==> src/rtl/trig_timing_gen.sv <==
module trig_timing_gen #(
  parameter int WB         = 4,
  parameter int DB         = 5,
  parameter int STEP_CYC   = 4,
  parameter int MDC_LEN    = 4,
  parameter int BASE_CYC   = 21,
  parameter int SPLIT_CODE = 7
) (
  input  logic          clk,
  input  logic          rst_n,
  input  logic          trig_in,
  input  logic [WB-1:0] width_code,
  input  logic [DB-1:0] mdc12_dly,
  input  logic [DB-1:0] mdc34_dly,
  output logic          lvl1_trig,
  output logic          mdc12_trig,
  output logic          mdc34_trig,
  output logic          busy
);
  localparam int NCH  = 2;
  localparam int WMAX = (1 << WB) - 1 + BASE_CYC;
  localparam int DMAX = ((1 << DB) - 1) * STEP_CYC + MDC_LEN;
  localparam int EMAX = (WMAX > DMAX) ? WMAX : DMAX;
  localparam int CW   = $clog2(EMAX + 1);
  localparam logic [WB-1:0] SPLIT = WB'(SPLIT_CODE);

  logic [CW-1:0] t_q, wid_q, end_q;
  logic [CW-1:0] dly_q [NCH];
  logic [NCH-1:0] mdc_q;
  logic          lvl1_q, busy_q;

  wire accept = trig_in & ~busy_q;

  wire [CW-1:0] wid_d = (width_code < SPLIT) ? CW'(BASE_CYC) + CW'(width_code)
                                             : CW'(width_code);
  wire [CW-1:0] t_nx  = accept ? '0 : t_q + CW'(1);

  logic [DB-1:0] dcode [NCH];
  logic [CW-1:0] dly_d [NCH];
  logic [CW-1:0] tail_d [NCH];
  logic [CW-1:0] end_d;

  assign dcode[0] = mdc12_dly;
  assign dcode[1] = mdc34_dly;

  genvar g;
  generate
    for (g = 0; g < NCH; g++) begin : g_ch
      assign dly_d[g]  = CW'(dcode[g]) * CW'(STEP_CYC);
      assign tail_d[g] = dly_d[g] + CW'(MDC_LEN);
    end
  endgenerate

  always_comb begin
    end_d = wid_d;
    for (int i = 0; i < NCH; i++)
      if (tail_d[i] > end_d) end_d = tail_d[i];
  end

  wire done   = busy_q & ~accept & (t_nx == end_q);
  wire busy_d = accept | (busy_q & ~done);

  wire [CW-1:0] s_wid = accept ? wid_d : wid_q;

  logic [NCH-1:0] mdc_d;
  generate
    for (g = 0; g < NCH; g++) begin : g_out
      wire [CW-1:0] s_dly = accept ? dly_d[g] : dly_q[g];
      assign mdc_d[g] = busy_d & (t_nx >= s_dly) & (t_nx < s_dly + CW'(MDC_LEN));
    end
  endgenerate

  always_ff @(posedge clk) begin
    if (!rst_n) begin
      busy_q <= 1'b0;
      lvl1_q <= 1'b0;
      mdc_q  <= '0;
      t_q    <= '0;
      wid_q  <= '0;
      end_q  <= '0;
      for (int i = 0; i < NCH; i++) dly_q[i] <= '0;
    end else begin
      busy_q <= busy_d;
      lvl1_q <= busy_d & (t_nx < s_wid);
      mdc_q  <= mdc_d;
      t_q    <= t_nx;
      if (accept) begin
        wid_q <= wid_d;
        end_q <= end_d;
        for (int i = 0; i < NCH; i++) dly_q[i] <= dly_d[i];
      end
    end
  end

  assign lvl1_trig  = lvl1_q;
  assign mdc12_trig = mdc_q[0];
  assign mdc34_trig = mdc_q[1];
  assign busy       = busy_q;
endmodule


==> config.mk <==
export PLATFORM = sky130hd
export DESIGN_NAME = trig_timing_gen
export DESIGN_NICKNAME = d
export VERILOG_FILES = /design/src/rtl/trig_timing_gen.sv
export SDC_FILE = /design/constraint.sdc
export NUM_CORES = 1
export LEC_CHECK = 0
export ABC_AREA = 1
export BUFFER_PORTS_ARGS = -buffer_cell sky130_fd_sc_hd__buf_2
export CORE_AREA = 2 2 91 93
export DETAILED_ROUTE_END_ITERATION = 7
export DIE_AREA = 0 0 93 95
export PLACE_DENSITY = 0.59
export SLEW_MARGIN = 20
export SYNTH_ARGS = -nofsm -noshare
export SYNTH_HDL_FRONTEND = slang
export SYNTH_SLANG_ARGS = --single-unit
==> constraint.sdc <==
create_clock -name clk -period 3.05 [get_ports clk]
set_input_delay 0.305 -clock clk [delete_from_list [all_inputs] [get_ports clk]]
set_output_delay 0.305 -clock clk [all_outputs]
set_load 0.02 [all_outputs]
### Word-level counts from Yosys, hierarchy flattened

Memory sizes are Yosys's and may differ from the RTL's.
Index checks and enable logic that the tools add are counted.

| operators by class | value |
|---|---|
| shift operators | 0 |
| muxes and demuxes | 13 |
| $mul | 0 |
| divide/modulo/power cells | 0 |
| $lt $le $gt $ge | 8 |
| add/sub/neg operators | 6 |
| eq/ne operators | 1 |
| reductions and logical operators | 0 |
| bitwise logic cells | 15 |

Operator list:

| operator | count |
|---|---|
| 2-to-1 mux 8 bit | 6 |
| less-than comparator 8 bit | 3 |
| adder 7 x 3 -> 8 bit (second input constant) | 2 |
| adder 8 x 3 -> 8 bit (second input constant) | 2 |
| >= comparator 8 bit | 2 |
| 2-to-1 mux 5 bit | 2 |
| bitwise AND 1 bit | 9 |
| adder 8 x 1 -> 8 bit (second input constant) | 1 |
| == test 8 bit | 1 |
| greater-than comparator 8 x 6 -> 1 bit | 1 |
| greater-than comparator 8 bit | 1 |
| adder 5 x 4 -> 6 bit (first input constant) | 1 |
| 2-to-1 mux 6 bit | 1 |
| less-than comparator 4 x 3 -> 1 bit (second input constant) | 1 |
| 2-to-1 mux 1 bit | 4 |
| NOT 1 bit | 3 |
| OR 1 bit | 3 |

| word-level totals | value |
|---|---|
| flip-flop bits (word level) | 28 |
| output and inout bits | 4 |
| ROM bits | 0 |
| memories kept | 1 |
| latch bits | 0 |
| word-level logic and storage cells | 50 |
| RAM bits | 10 |

Memory list:

| name | depth | width | rd ports | clocked after memory_dff | wr ports | line | text |
|---|---|---|---|---|---|---|---|
| dly_q | 2 | 5 | 2 | 0 | 2 | 28 | `logic [CW-1:0] dly_q [NCH];` |

### Logic depth before layout (Yosys ltp)

| depth | value |
|---|---|
| depth in word-level cells | 10 |
| gate-level depth with buffers | 26 |
| depth with buffers taken out | 26 |

### Least setup slack after synthesis

OpenSTA, ideal clock, no wires.

| path | value |
|---|---|
| path type | input port to flip-flop |
| start | in width_code[0] |
| end | reg end_q[2] |
| arrival time | 2.737 ns |
| setup slack | 0.200 ns |
| path buffers | 0 |
| library setup time | 0.113 ns |
| cell stages on the path | 25 |
| data required time | 2.937 ns |
| cell sequence | ha_1 inv_1 nand2_2 nand2_2 inv_1 a21oi_1 ha_1 nand2_1 nand2_1 nand2_1 nand2_1 nand2_1 nand2_1 nand2_2 nand2_1 nand2_1 ha_1 nand2_1 inv_1 o21ai_0 o211ai_2 nand2_4 nand2_1 nand3_1 nand2_1 |

| on the way | value |
|---|---|
| word-level cells in the longest chain between the ends | 6 |
| elaborated cells between the ends (all ways) | 7 |
| classes of those cells | add/sub (1); order compare (3); mux (3) |

Ends and longest elaborated chain:

| element | line | text |
|---|---|---|
| start: declaration | 12 | `input logic [WB-1:0] width_code,` |
| adder 5 x 4 -> 6 bit / less-than comparator 4 x 3 -> 1 bit (equally long branches) | 34 | `wire [CW-1:0] wid_d = (width_code < SPLIT) ? CW'(BASE_CYC) + CW'(width_code)` |
| 2-to-1 mux 6 bit (*) | 34 |  |
| greater-than comparator 8 x 6 -> 1 bit | 57 | `if (tail_d[i] > end_d) end_d = tail_d[i];` |
| 2-to-1 mux 8 bit (*) | 57 |  |
| greater-than comparator 8 bit | 57 |  |
| 2-to-1 mux 8 bit (*) | 57 |  |
| end signal: assignment | 89 | `end_q <= end_d;` |
| end: declaration | 27 | `logic [CW-1:0] t_q, wid_q, end_q;` |

Every way passes the cells marked *; elsewhere a longest branch is shown, timed or not.
A chain may end at the register's enable or synchronous reset.

### Worst setup path after layout

| path | value |
|---|---|
| start | in width_code[0] |
| end | reg end_q[4] |

Same word-level chain as after synthesis.

==> results_tabular.tex <==
\begin{tabular}{lr}
\hline
Metric & Value \\
\hline
\multicolumn{2}{l}{\textbf{Run status}} \\
Status & finished clean \\
\multicolumn{2}{l}{\textbf{Global route}} \\
Via count of the first global-routing pass & 2847 \\
Global-route wire length before repair & 12800 µm \\
Combined global-route utilization of all metal layers & 0.184 \\
Antenna violations before repair & 0 \\
Residual overflow from global routing & 0 \\
Pin count of the biggest net entering global routing & 27 \\
\multicolumn{2}{l}{\textbf{Clock tree}} \\
Total clock buffers created by CTS & 5 \\
Clock tree root driver cell & sky130\_fd\_sc\_hd\_\_clkbuf\_8 \\
Maximum clock insertion buffer count & 2 \\
CTS clock-pin slew for the worst setup and hold paths & 80 ps \\
Worst-Skew Late Latency & 300 ps \\
H-tree Lvls & 2 \\
Hold-fix buffers at CTS & 0 \\
Sinks on Clock Net & 38 \\
Clock tree from TritonCTS & built \\
\multicolumn{2}{l}{\textbf{Critical path}} \\
Crit. End Element & flop \\
Worst Setup Path Type & in -> reg \\
CP peak stage delay & 340 ps \\
Cell mode on critical path & sky130\_fd\_sc\_hd\_\_nand2\_1 \\
Critical Path Start Type & input port \\
Kind of cell adding the most delay to the critical path & simple AND/OR/NAND/NOR gates \\
Bufs and invs on worst path & 3 \\
Arrival time worst endpoint & 2960 ps \\
Cell with the largest stage delay on the worst path & sky130\_fd\_sc\_hd\_\_o211ai\_4 \\
Crit-path max FO & 9 \\
Critical Path Source & width\_code[0] \\
Data required time at the worst endpoint & 3250 ps \\
CP cell instances & buf\_2 > ha\_1 > inv\_1 > nand2\_2 > nand2\_2 > inv\_1 > a21oi\_1 > ha\_1 > nand2\_1 > nand2\_1 > nand2\_1 > nand2\_1 > nand2\_1 > nand2\_1 > nand2\_2 > nand2\_1 > nand2\_1 > ha\_1 > nand3\_1 > o211ai\_4 > nand3b\_1 > nand3\_1 > nand2\_1 \\
Reg2Reg Launch Point & busy\$\_SDFF\_PN0\_ \\
\multicolumn{2}{l}{\textbf{Routing}} \\
Average detailed-routed wire length per instance & 12.4 µm \\
Via density per instance & 4.83 \\
Count of vias placed by the detailed router & 2881 \\
1st-pass router iterations & 4 \\
Antenna-violating nets left & 0 \\
Total detailed-routing wirelength & 7400 µm \\
DRC violation total after the first TritonRoute iteration & 88 \\
DRC Markers & 0 \\
\multicolumn{2}{l}{\textbf{Synthesis}} \\
Area share of the leading cell type in the synthesized netlist & 0.175 \\
Avg Inst Size Synth & 6.96 µm² \\
Dominant cells by area after synthesis & sky130\_fd\_sc\_hd\_\_ha\_1, sky130\_fd\_sc\_hd\_\_dfxtp\_1, sky130\_fd\_sc\_hd\_\_nand2\_1, sky130\_fd\_sc\_hd\_\_edfxtp\_1, sky130\_fd\_sc\_hd\_\_inv\_1 \\
Share of flip-flops with an asynchronous set or reset after synthesis & 0 \\
Leading cell type by number of instances after synthesis & sky130\_fd\_sc\_hd\_\_nand2\_1 \\
Cell type with the highest aggregate area in the netlist & sky130\_fd\_sc\_hd\_\_ha\_1 \\
Library cells used by synthesis & 40 \\
Post-synth net total & 523 \\
Sequential element share of the synthesized area & 0.268 \\
Flip-flop and latch count after synthesis & 38 \\
Leading register cell type out of synthesis & sky130\_fd\_sc\_hd\_\_dfxtp\_1 \\
Syn Std Cell Area & 3210 µm² \\
Synth top cells by count & sky130\_fd\_sc\_hd\_\_nand2\_1, sky130\_fd\_sc\_hd\_\_inv\_1, sky130\_fd\_sc\_hd\_\_ha\_1 \\
Number of synthesized flops with an enable pin & 10 \\
Warnings from Yosys & 0 \\
Synthesized instance count & 461 \\
\multicolumn{2}{l}{\textbf{Die}} \\
Die area & 8840 µm² \\
Floorplan row count & 33 \\
Chip Width & 93 µm \\
Starting density of the core & 0.405 \\
Overall die height & 95 µm \\
IO Count & 21 \\
Total core area & 7930 µm² \\
\multicolumn{2}{l}{\textbf{Timing}} \\
Portion of the clock cycle consumed by the worst path in the final layout & 0.903 \\
Final hold slack & 362 ps \\
Smallest setup slack after layout & 296 ps \\
Maximum clock rate & 0.363 GHz \\
Final hold viol count & 0 \\
Max transition margin & 0.590 \\
Setup\_tns & 0 ps \\
Final-report setup violation count & 0 \\
Final Slew Violations & 0 \\
Time the final worst path needs with I/O delays and setup & 2750 ps \\
Slew at the pin with the worst max-slew slack & 614 ps \\
Setup clock skew after layout & 4.03 ps \\
\multicolumn{2}{l}{\textbf{Cells and area}} \\
Layout Cell Area excl Fill & 3600 µm² \\
Diode insertion count for antenna repair & 0 \\
Post-layout instance count excluding filler cells & 597 \\
Area overhead of the layout relative to synthesis & 12.3\% \\
NumNets Final & 553 \\
Fraction of final layout cells with drive strength greater than 1 & 0.148 \\
Share of the core filled with cells in the final layout & 0.455 \\
\multicolumn{2}{l}{\textbf{Power and ir drop}} \\
Final Total Pwr & 1.49 mW \\
Pwr Density & 414 nW/µm² \\
Leakage power summed over all cells & 1.90 nW \\
Worst IR Drop VDD & 0.174 mV \\
\multicolumn{2}{l}{\textbf{Hold path}} \\
Path type of the worst min-delay path & in -> reg \\
Critical hold path startpoint & mdc34\_dly[1] \\
\multicolumn{2}{l}{\textbf{Placed design}} \\
Placed Cells incl. Taps & 589 \\
I/O Buffers & 20 \\
Post-detailed-placement half-perimeter wirelength & 5990 µm \\
Worst setup timing slack at the placement stage & -101 ps \\
DP Area & 3480 µm² \\
Routability congestion estimate from global placement & 0.950 \\
\multicolumn{2}{l}{\textbf{Flow run}} \\
Reported max-cap violation count & 0 \\
\hline
\end{tabular}
## tightest hold or removal path: stages
cell                     delay (ps)
sky130_fd_sc_hd__buf_2          120
sky130_fd_sc_hd__inv_1           40
sky130_fd_sc_hd__nor2_1          80
## cells by family after synthesis
kind of cell,count (synthesis),share of synthesized area
xor gates and xnor gates,10,0.0273
AOI/OAI and AO/OA,48,0.0881
buffers and inverters,87,0.104
adders and majority gates,45,0.175
DFF,38,0.268
other,1,0.00117
and+or+nand+nor,232,0.336
## worst paths after layout
path         cells past startpoint                   endpoint  slack [ps]
max                             23      end_q[4]$_SDFFE_PN0P_         300
min                              3  dly_q[0][6]$_SDFFCE_PN0P_         360
max reg2reg                     14        mdc_q[1]$_SDFF_PN0_         580
min reg2reg                      2        wid_q[7]$_SDFF_PN0_         450
## routing by layer
layer	share of wire	GRT usage	wire length [µm]
met4	0.023	0.0600	172
met5	0	0	0
met3	0.024	0.0295	176
met2	0.46	0.317	3430
met1	0.49	0.236	3620
## state kept, by name, summed over array words and instances (netlist names)
name       cells
t_q            8
dly_q         10
wid_q          8
mdc_q          2
lvl1_trig      1
end_q          8
busy           1
## cell usage in the layout, fill, tap and decap left out, types with 7 or more instances in the layout
cell                       Yosys  routed
sky130_fd_sc_hd__nand4_1      13      13
sky130_fd_sc_hd__o21ai_0       8       7
sky130_fd_sc_hd__o21ai_1      10      10
sky130_fd_sc_hd__edfxtp_1     10      10
sky130_fd_sc_hd__dfxtp_1      28      28
sky130_fd_sc_hd__nand2_1     108     108
sky130_fd_sc_hd__nor2_1       44      43
sky130_fd_sc_hd__xor2_1        8       8
sky130_fd_sc_hd__inv_2        12      12
sky130_fd_sc_hd__nand3_1      36      36
sky130_fd_sc_hd__buf_2         2      20
sky130_fd_sc_hd__ha_1         45      45
sky130_fd_sc_hd__nand2_2       7       7
sky130_fd_sc_hd__or2_1         7       7
sky130_fd_sc_hd__inv_1        68      68
sky130_fd_sc_hd__buf_4         1       9
sky130_fd_sc_hd__a21oi_1      17      15
## where the power goes
part           internal, mW  switching (mW)
registers             0.560          0.0188
clock network         0.183           0.200
logic                 0.192           0.337
total                 0.935           0.556
## timing repair
action,in CTS,in global routing
setup endpoints to repair,0,8
gates resized for setup,0,7
buffers inserted,0,0
## area by class of cell
cell class / instances / area, µm²
multi-input combinational: 336 / 2050
clock inverter: 2 / 11.3
fill: 840 / 4320
inverter: 81 / 304
tap: 105 / 131
clock buffer: 6 / 82.6
sequential: 38 / 861
timing repair buffer: 29 / 168
No activity file was read; power rests on OpenSTA's default activity.
